## config.mk

```make
export PLATFORM = sky130hd
export DESIGN_NAME = cobi_spreader
export DESIGN_NICKNAME = d
export VERILOG_FILES = /design/src/rtl/cobi_pkg.sv /design/src/rtl/cobi_seq_gen.sv /design/src/rtl/cobi_frame_ctrl.sv /design/src/rtl/cobi_spreader.sv
export SDC_FILE = /design/constraint.sdc
export NUM_CORES = 1
export LEC_CHECK = 0
export BUFFER_PORTS_ARGS = -buffer_cell sky130_fd_sc_hd__buf_2
export CAP_MARGIN = 20
export CORE_UTILIZATION = 44
export CTS_CLUSTER_SIZE = 14
export DETAILED_ROUTE_END_ITERATION = 8
export GPL_TIMING_DRIVEN = 0
export PLACE_DENSITY = 0.62
export REMOVE_ABC_BUFFERS = 1
export SLEW_MARGIN = 30
export SYNTH_ARGS = -nofsm -noshare
export SYNTH_HDL_FRONTEND = slang
export SYNTH_HIERARCHICAL = 1
export SYNTH_SLANG_ARGS = --single-unit
```

## constraint.sdc

```tcl
create_clock -name clk_i -period 1.81 [get_ports clk_i]
set_input_delay 0 -clock clk_i [delete_from_list [all_inputs] [get_ports clk_i]]
set_output_delay 0 -clock clk_i [all_outputs]
set_load 0.05 [all_outputs]
```

## src/rtl/cobi_pkg.sv

```systemverilog
package cobi_pkg;
  localparam int unsigned LONG_CHIPS  = 16;
  localparam int unsigned SHORT_CHIPS = 8;
  localparam int unsigned SYM_W       = $clog2(LONG_CHIPS);
  localparam int unsigned FRAME_W     = LONG_CHIPS + 1;
  localparam int unsigned LEN_W       = $clog2(FRAME_W + 1);
endpackage

```

## src/rtl/cobi_seq_gen.sv

```systemverilog
// Builds one sequence: optional odd-chip inversion, then right rotation by 2*index.
module cobi_seq_gen #(
  parameter int unsigned N  = 16,
  localparam int unsigned SW = $clog2(N)
) (
  input  logic [N-1:0]  root_i,
  input  logic [SW-1:0] sym_i,
  output logic [N-1:0]  seq_o
);
  logic [N-1:0]  odd_mask;
  logic [N-1:0]  base;
  logic [SW-1:0] rot;

  // chip g sits at bit N-1-g; odd chips get inverted
  for (genvar g = 0; g < N; g++) begin : g_mask
    assign odd_mask[N-1-g] = (g % 2) == 1;
  end

  assign base  = root_i ^ (sym_i[SW-1] ? odd_mask : '0);
  assign rot   = {sym_i[SW-2:0], 1'b0};
  assign seq_o = (base >> rot) | (base << (N - int'(rot)));
endmodule

```

## src/rtl/cobi_frame_ctrl.sv

```systemverilog
// Chip serializer: holds the frame, sends one chip per enable, takes the next symbol when empty.
module cobi_frame_ctrl #(
  parameter int unsigned FW = 17,
  parameter int unsigned CW = 5
) (
  input  logic          clk_i,
  input  logic          rst_ni,
  input  logic          chip_en_i,
  input  logic          sym_valid_i,
  input  logic [FW-1:0] frame_i,
  input  logic [CW-1:0] len_i,
  output logic          sym_ready_o,
  output logic          chip_o,
  output logic          chip_valid_o,
  output logic          sym_start_o
);
  logic [FW-1:0] frame_q;
  logic [CW-1:0] rem_q;

  assign sym_ready_o = chip_en_i && (rem_q == '0);

  always_ff @(posedge clk_i or negedge rst_ni) begin
    if (!rst_ni) begin
      frame_q      <= '0;
      rem_q        <= '0;
      chip_o       <= 1'b0;
      chip_valid_o <= 1'b0;
      sym_start_o  <= 1'b0;
    end else if (chip_en_i) begin
      if (rem_q != '0) begin
        chip_o       <= frame_q[FW-1];
        frame_q      <= frame_q << 1;
        rem_q        <= rem_q - 1'b1;
        chip_valid_o <= 1'b1;
        sym_start_o  <= 1'b0;
      end else if (sym_valid_i) begin
        chip_o       <= frame_i[FW-1];
        frame_q      <= frame_i << 1;
        rem_q        <= len_i - 1'b1;
        chip_valid_o <= 1'b1;
        sym_start_o  <= 1'b1;
      end else begin
        chip_o       <= 1'b0;
        chip_valid_o <= 1'b0;
        sym_start_o  <= 1'b0;
      end
    end
  end

  p_hold_r7: assert property (@(posedge clk_i) disable iff (!rst_ni)
    !chip_en_i |=> ($stable(chip_o) && $stable(chip_valid_o) && $stable(sym_start_o)));
  p_ready_en_r8: assert property (@(posedge clk_i) disable iff (!rst_ni)
    sym_ready_o |-> chip_en_i);
  p_gapless_r8: assert property (@(posedge clk_i) disable iff (!rst_ni)
    (chip_en_i && !sym_ready_o) |=> chip_valid_o);
  p_accept_start_r9: assert property (@(posedge clk_i) disable iff (!rst_ni)
    (sym_valid_i && sym_ready_o) |=> (sym_start_o && chip_valid_o));
  p_start_valid_r9: assert property (@(posedge clk_i) disable iff (!rst_ni)
    sym_start_o |-> chip_valid_o);
  p_idle_r10: assert property (@(posedge clk_i) disable iff (!rst_ni)
    (sym_ready_o && !sym_valid_i) |=> (!chip_valid_o && !chip_o && !sym_start_o));
  p_rem_bound_r6: assert property (@(posedge clk_i) disable iff (!rst_ni)
    rem_q < CW'(FW));
endmodule

```

## src/rtl/cobi_spreader.sv

```systemverilog
module cobi_spreader
  import cobi_pkg::*;
#(
  parameter int unsigned N_LONG  = LONG_CHIPS,
  parameter int unsigned N_SHORT = SHORT_CHIPS,
  localparam int unsigned SW     = $clog2(N_LONG),
  localparam int unsigned SSW    = $clog2(N_SHORT),
  localparam int unsigned FW     = N_LONG + 1,
  localparam int unsigned CW     = $clog2(FW + 1)
) (
  input  logic               clk_i,
  input  logic               rst_ni,
  input  logic               chip_en_i,
  input  logic               sym_valid_i,
  input  logic [SW-1:0]      sym_i,
  output logic               sym_ready_o,
  input  logic               short_mode_i,
  input  logic               prefix_en_i,
  input  logic [N_LONG-1:0]  root_long_i,
  input  logic [N_SHORT-1:0] root_short_i,
  output logic               chip_o,
  output logic               chip_valid_o,
  output logic               sym_start_o
);
  logic [N_LONG-1:0]  seq_long;
  logic [N_SHORT-1:0] seq_short;
  logic [FW-1:0]      frame_raw, frame;
  logic               last_chip;
  logic [CW-1:0]      len;

  cobi_seq_gen #(.N(N_LONG)) u_gen_long (
    .root_i (root_long_i),
    .sym_i  (sym_i),
    .seq_o  (seq_long)
  );

  cobi_seq_gen #(.N(N_SHORT)) u_gen_short (
    .root_i (root_short_i),
    .sym_i  (sym_i[SSW-1:0]),
    .seq_o  (seq_short)
  );

  // left-align the chosen sequence; prefix repeats its last chip in front
  always_comb begin
    if (short_mode_i) begin
      frame_raw = FW'(seq_short) << (FW - N_SHORT);
      last_chip = seq_short[0];
      len       = CW'(N_SHORT) + CW'(prefix_en_i);
    end else begin
      frame_raw = FW'(seq_long) << (FW - N_LONG);
      last_chip = seq_long[0];
      len       = CW'(N_LONG) + CW'(prefix_en_i);
    end
    frame = prefix_en_i ? {last_chip, frame_raw[FW-1:1]} : frame_raw;
  end

  cobi_frame_ctrl #(.FW(FW), .CW(CW)) u_ctrl (
    .clk_i        (clk_i),
    .rst_ni       (rst_ni),
    .chip_en_i    (chip_en_i),
    .sym_valid_i  (sym_valid_i),
    .frame_i      (frame),
    .len_i        (len),
    .sym_ready_o  (sym_ready_o),
    .chip_o       (chip_o),
    .chip_valid_o (chip_valid_o),
    .sym_start_o  (sym_start_o)
  );

  p_len_r6: assert property (@(posedge clk_i) disable iff (!rst_ni)
    (sym_valid_i && sym_ready_o) |-> (len == (short_mode_i ? CW'(N_SHORT) : CW'(N_LONG)) + CW'(prefix_en_i)));
endmodule

```

==> impl_metrics.csv, run 1 <==
group,metric,value,unit
detailed_routing,drc,0,
critical_path,path_delay_family,"simple AND/OR/NAND/NOR gates",
sta,min_period_over_period,108,%
critical_path,slowest_delay,0.63,ns
synthesis,yosys-top-cells-count,"mux2i_1 (56), nand2_1 (38), nor2_1 (29), dfrtp_1 (24), o21ai_0 (22)",
critical_path,crit_type,"flop to flop",
detailed_routing,drt.antenna.violating_nets,0,
detailed_routing,routed_wl,9.79,mm
clock_network,root_buffer,"clkbuf_8",
synthesis,syn-cell-area,0.00326,sq mm
synthesis,synth_cell_types,67,
detailed_routing,first_iter_violations,249,
global_routing,grt_pass1_wl,14.7,mm
sta,hold_viol,0,
critical_path,critPathArrivalTime,2.11,ns
pwr,power.density,835,mW/mm^2
critical_path,cp_max_fo,8,
placed_design,numPlacedInstances,479,
detailed_routing,drt-met1-wl,4.39,mm
global_routing,grt.total_usage,24.4,%
synthesis,yosys-top-cells-area,"dfrtp_1 (18%), mux2i_1 (17%), mux4_1 (7.3%)",
synthesis,yosys.area.top_type,"dfrtp_1",
floorplan,ios,38,
final_layout,fin_nets,468,
sta,hold-worst-slack,0.148,ns
floorplan,start_util,45.2,%
sta,setup_viol,23,
sta,tightest_slew,0.846,ns
pwr,power.total,3.53,mW
detailed_routing,wl_met2,4.84,mm
global_routing,grt_start_max_net_pins,30,
sta,slew_headroom,42.1,%
critical_path,cp-end-kind,"flop",
clock_network,clock_latency,0.26,ns
synthesis,yosysSeqAreaShare,18.4,%
critical_path,crit_slowest_cell,"or4_4",
flow_run,cap_violations,0,
synthesis,yosys_warnings,6,
detailed_routing,num_vias,3174,
placed_design,gp_congestion,0.820,
global_routing,grt_pass1_vias,3012,
floorplan,die_x,88.1,um
detailed_routing,met3WireLength,453,um
global_routing,grt_antenna_before_repair,0,
critical_path,start_kind,"flop",
detailed_routing,drt_pass1_iterations,5,
worst_hold_path,worst_hold_path.endpoint,"u_ctrl/chip_valid_o$_DFFE_PN0P_",
synthesis,syn_inst,367,
critical_path,r2r_end,"u_ctrl/frame_q[11]$_DFFE_PN0P_",
final_layout,stdcell_count,528,
critical_path,cp_cell_sequence,"or4_4 > buf_6 > nor2_8 > buf_8 > mux2i_1 > o21ai_0",
critical_path,worstReg2RegStart,"u_ctrl/rem_q[2]$_DFFE_PN0P_",
worst_hold_path,hold_depth,2,
clock_network,cts_made_buffers,3,
pwr,ir_drop,0.372,mV
final_layout,diodes,0,
critical_path,critPathBufInv,2,
critical_path,reg2regPathDepth,6,
sta,grt_setup_unrepaired,"yes",
synthesis,yosys.cell_count.top_type,"mux2i_1",
floorplan,num_rows,31,
synthesis,netlist.area_leader.share,18.4,%
sta,fmax,0.511,GHz
final_layout,syn2layout_area_growth,29.7,%
final_layout,utilization,58.6,%
placed_design,post-place-ws,-1.62,ns
critical_path,r2r_slack,-0.15,ns
floorplan,dieArea,0.00776,sq mm
sta,maxSlewViolCount,0,
synthesis,ys_seq_elements,24,
sta,setup_ws,-0.147,ns
placed_design,port_buffers,37,
run_status,violations,"setup timing",
detailed_routing,wl_per_cell,18.5,um
synthesis,synth_ff_type,"dfrtp_1",
worst_hold_path,hold_path.class,"input port to flop",
pwr,power_leakage,1.77,nW
critical_path,critPathRequiredTime,1.96,ns
detailed_routing,routed_via_density,6.01,
clock_network,htreeDepth,1,
floorplan,dieHeight,88.1,um
sta,fin_crit,1.96,ns
final_layout,fillCellCount,636,
placed_design,hpwl,5.61,mm
floorplan,coreArea,0.00721,sq mm
clock_network,clkSlewWorstSetupHoldPaths,0.09,ns
sta,fin_worst_skew,0.00614,ns
synthesis,syn_area_per_cell,8.88,sq um
worst_hold_path,hp-start,"chip_en_i",
detailed_routing,top_layer,"met4",
clock_network,clock_sinks,24,
run_status,outcome,"complete, but fails checks",
synthesis,synth-edff-count,0,
final_layout,drive_above_1_share,32.9,%
clock_network,cts_tree,"done",
synthesis,async_reset_ff_share,100,%
clock_network,clockBufferDepth,2,
global_routing,overflow,0,
stage by stage:
step | area [sq um] | setup TNS (ns)
floorplan | 3070 | -8.95
global placement | 3380 | -33.31
detailed placement | 3400 | -24.05
CTS | 3990 | -0.876
global route | 4230 | -3.42
finish | 4230 | -2.12
worst max path at each step:
stage | start | end | slack (ns) | cells past startpoint
after floorplan | sym_i[1] | u_ctrl/frame_q[15]$_DFFE_PN0P_ | -0.59 | 9
after global placement | sym_i[0] | u_ctrl/frame_q[15]$_DFFE_PN0P_ | -2.05 | 10
after detailed placement | sym_i[0] | u_ctrl/frame_q[15]$_DFFE_PN0P_ | -1.62 | 10
after CTS | sym_i[0] | u_ctrl/frame_q[16]$_DFFE_PN0P_ | -0.08 | 10
after global routing | u_ctrl/rem_q[2]$_DFFE_PN0P_ | u_ctrl/frame_q[12]$_DFFE_PN0P_ | -0.23 | 6
final | u_ctrl/rem_q[2]$_DFFE_PN0P_ | u_ctrl/frame_q[11]$_DFFE_PN0P_ | -0.15 | 6
final cells by class:
type | instances | area (sq um) | share of cell area (%)
multi-input combinational | 305 | 2610 | 61.8
clock buffer | 3 | 41.3 | 0.976
tap | 99 | 124 | 2.93
sequential | 24 | 602 | 14.2
timing repair buffer | 85 | 772 | 18.3
inverter | 12 | 77.6 | 1.83
per-layer routing:
metal	global-route usage (%)	up-vias
met1	33.8	1544
met5	0	-
met4	5.87	0
li1	-	1495
met2	41.5	123
met3	1.70	12
cells by family (layout without fill, tap and decap cells):
| logic type | Yosys count | after routing | synth area share, % |
|---|---|---|---|
| fa+ha+maj | 3 | 3 | 1.15 |
| other cells | 1 | 6 | 0.115 |
| simple gates | 110 | 110 | 16.6 |
| mux | 78 | 78 | 31.0 |
| compound gates | 83 | 83 | 17.8 |
| flops | 24 | 24 | 18.4 |
| buf+inv | 43 | 100 | 7.90 |
| xor+xnor | 25 | 25 | 6.95 |
timing repair:
action,in CTS,in global routing
gates resized for setup,57,40
cloned,3,1
buffers inserted,29,14
hold buffers,1,0
pin swaps,14,21
setup endpoints to repair,25,24
hold endpoints to repair,24,0
sequential cells by signal (all words and copies together) (netlist names):
| signal | flops |
|---|---|
| u_ctrl/chip_o | 1 |
| u_ctrl/frame_q | 16 |
| u_ctrl/sym_start_o | 1 |
| u_ctrl/rem_q | 5 |
| u_ctrl/chip_valid_o | 1 |
placed cells by master, fill, tap and decap left out, types with 11 or more instances in the layout:
master,n
mux2i_1,52
nand2_1,37
buf_2,32
nor2_1,29
buf_4,28
dfrtp_1,23
xnor2_1,18
buf_6,13
o21ai_1,13
o21ai_0,12
mux4_2,11
report_power, final:
group,switching (mW),leakage (nW),internal (mW)
clock network,0.168,0.0216,0.149
registers,0.157,0.312,0.745
logic,1.17,1.44,1.14
No activity file was read; power rests on OpenSTA's default activity.
==> inputs of run 2 (changes only) <==
--- a/config.mk
+++ b/config.mk
@@ -7,6 +7,7 @@
 export LEC_CHECK = 0
 export BUFFER_PORTS_ARGS = -buffer_cell sky130_fd_sc_hd__buf_2
 export CAP_MARGIN = 20
+export CORE_ASPECT_RATIO = 2
 export CORE_UTILIZATION = 44
 export CTS_CLUSTER_SIZE = 14
 export DETAILED_ROUTE_END_ITERATION = 8
==> constraint.sdc (replaced) <==
create_clock -name clk_i -period 1.81 [get_ports clk_i]
set_input_delay 0.543 -clock clk_i [delete_from_list [all_inputs] [get_ports clk_i]]
set_output_delay 0.543 -clock clk_i [all_outputs]
set_load 0.05 [all_outputs]
==> run 2 against run 1 <==
The flow still finishes with violations (setup timing). Clock-buffer cell count is the same. Sequential share of layout area down 0.95 points. Clock power up 53%. Clock skew fell by 0.0044 ns. Final cell count decreased by 0.38%. First-iteration DRC count decreased by 38%. Sequential cell count unchanged. Largest power group unchanged. Sequential power down 1%. Critical path depth grew 6. Maximum frequency fell by 21%.
==> impl_metrics.csv, run 2 (same netlist as run 1, synthesis figures left out) <==
group,metric,value,unit
run_status,outcome,"complete, but fails checks",
run_status,violations,"setup timing",
global_routing,grt_pass1_vias,3140,
flow_run,cap_violations,0,
sta,hold-worst-slack,0.259,ns
sta,grt_setup_unrepaired,"yes",
pwr,power.density,870,mW/mm^2
clock_network,root_buffer,"clkbuf_16",
detailed_routing,drc,0,
clock_network,cts_made_buffers,3,
floorplan,num_rows,44,
clock_network,clock_sinks,24,
critical_path,cp_common_cell,"mux2i_1",
final_layout,largest_reg_flops,16,
critical_path,critPathRequiredTime,1.96,ns
critical_path,cp-end-kind,"flop",
final_layout,utilization,62.9,%
sta,maxSlewViolCount,0,
detailed_routing,routed_wl,11.0,mm
detailed_routing,drt.antenna.violating_nets,0,
pwr,ir_drop,0.472,mV
final_layout,top_regs,"u_ctrl/frame_q (16), u_ctrl/rem_q (5)",
global_routing,grt.total_usage,27.1,%
final_layout,layout_common_cells,"mux2i_1 (48), nand2_1 (32), buf_2 (31), buf_4 (31), nor2_1 (29)",
clock_network,htreeDepth,1,
critical_path,reg2regPathDepth,6,
clock_network,clockBufferDepth,2,
global_routing,grt_busiest_layer,"met2",
final_layout,largest-register,"u_ctrl/frame_q",
global_routing,met3_usage,2.38,%
clock_network,clock_latency,0.26,ns
critical_path,cp_cell_sequence,"buf_16 > inv_12 > ha_4 > buf_6 > buf_12 > mux2i_2 > mux2i_1 > o22ai_1 > o31ai_1 > mux4_2 > mux2i_1 > o21ai_0",
floorplan,ios,38,
detailed_routing,drt_pass1_iterations,5,
pwr,internal_power,2.32,mW
critical_path,worstReg2RegStart,"u_ctrl/rem_q[1]$_DFFE_PN0P_",
detailed_routing,routed_via_density,6.24,
final_layout,drive_above_1_share,38.9,%
floorplan,coreArea,0.00721,sq mm
critical_path,crit_type,"input port to flop",
final_layout,fin_nets,473,
critical_path,cp_max_fo,5,
clock_network,cts_tree,"done",
sta,fin_worst_skew,0.00177,ns
detailed_routing,wl_per_cell,20.9,um
sta,fmax,0.401,GHz
floorplan,die_x,62.9,um
final_layout,final_common_cell,"mux2i_1",
critical_path,r2r_slack,-0.23,ns
pwr,switching_share,41.1,%
sta,hold_viol,0,
global_routing,use_met2,53.4,%
placed_design,gp_congestion,0.821,
floorplan,start_util,45.2,%
global_routing,grt_start_max_net_pins,31,
floorplan,dieHeight,124,um
pwr,p_sw,1.62,mW
critical_path,slowest_delay,0.51,ns
pwr,seqPwrFrac,22.7,%
final_layout,syn2layout_area_growth,39.0,%
final_layout,diodes,0,
critical_path,crit_slowest_cell,"mux4_2",
critical_path,critPathArrivalTime,2.64,ns
clock_network,clkSlewWorstSetupHoldPaths,0.06,ns
sta,setup_viol,23,
sta,min_period_over_period,138,%
sta,slew_headroom,62.5,%
sta,fin_crit,2.49,ns
placed_design,hpwl,6.21,mm
global_routing,grtUsageMet1,25.7,%
pwr,p_comb_share,65.1,%
pwr,p_clk_share,12.3,%
detailed_routing,first_iter_violations,155,
global_routing,overflow,0,
placed_design,port_buffers,37,
critical_path,r2r_end,"u_ctrl/rem_q[4]$_DFFE_PN0P_",
sta,tightest_slew,0.557,ns
global_routing,grt_pass1_wl,16.1,mm
floorplan,dieArea,0.00778,sq mm
global_routing,grt_antenna_before_repair,0,
critical_path,start_kind,"input port",
sta,setup_ws,-0.681,ns
pwr,power_leakage,1.87,nW
worst_hold_path,hold_path.class,"input port to async pin",
detailed_routing,num_vias,3283,
-- run 2: cell types whose count changed in the layout (fill, tap and decap cells not counted), moves of 3 or more --
cell / previous run / this run
a31oi_4: 0 / 3
buf_12: 0 / 5
buf_4: 28 / 31
clkbuf_8: 3 / 0
mux2i_1: 52 / 48
mux2i_4: 3 / 7
nand2_1: 37 / 32
nand2_2: 1 / 6
-- run 2: critical path: cells and delay by family --
family	cells	cell delay [ns]
fa+ha+maj	1	0.29
mux	4	1.02
buf+inv	4	0.40
compound gates	3	0.38
-- run 2: area by class of cell --
class,instances,area (sq um)
Multi-Input combinational cell,306,2800
Fill cell,604,2680
Timing Repair Buffer,89,865
Sequential cell,24,602
Tap cell,92,115
Inverter,12,77.6
Clock buffer,3,75.1
-- run 2: how the worst max path moves through the flow --
stage	end	slack (ns)	from	depth (start not counted)
global placement	u_ctrl/frame_q[15]$_DFFE_PN0P_	-2.62	sym_i[0]	10
detailed placement	u_ctrl/frame_q[15]$_DFFE_PN0P_	-2.18	sym_i[0]	10
floorplan	u_ctrl/frame_q[15]$_DFFE_PN0P_	-1.13	sym_i[1]	9
CTS	u_ctrl/frame_q[15]$_DFFE_PN0P_	-0.65	sym_i[0]	11
finish	u_ctrl/frame_q[14]$_DFFE_PN0P_	-0.68	sym_i[0]	12
global route	u_ctrl/frame_q[13]$_DFFE_PN0P_	-0.73	sym_i[0]	12
-- run 2: power groups by stage --
stage               Clock, mW  Combinational [mW]  Sequential (mW)
finish                  0.484                2.57            0.893
global route            0.503                2.71            0.916
CTS                     0.490                2.22            0.883
detailed placement          0                1.45            0.940
global placement            0                1.41            0.932
floorplan                   0                1.01            0.943
-- run 2: metal layers --
| metal | up-vias | part of all wire [%] |
|---|---|---|
| met1 | 1606 | 34 |
| met5 | - | 0 |
| met3 | 48 | 3.6 |
| met4 | 0 | 6.8 |
| met2 | 123 | 56 |
| li1 | 1506 | - |
-- run 2: timing repair --
item,in CTS,in global routing
cloned,5,0
endpoints found under the setup margin,25,25
hold buffers,0,0
pin swaps,20,23
gates resized for setup,78,55
setup buffers,40,11
-- run 2: per-stage QoR --
stage | setup TNS [ns] | instance area [sq um] | std cells | worst slack, ns | total power [mW]
floorplan | -14.87 | 3070 | 341 | -1.13 | 1.95
detailed placement | -35.06 | 3380 | 471 | -2.18 | 2.39
CTS | -8.05 | 4280 | 519 | -0.651 | 3.59
global route | -10.69 | 4530 | 526 | -0.732 | 4.13
finish | -9.36 | 4530 | 526 | -0.681 | 3.94
global placement | -43.78 | 3370 | 470 | -2.62 | 2.34
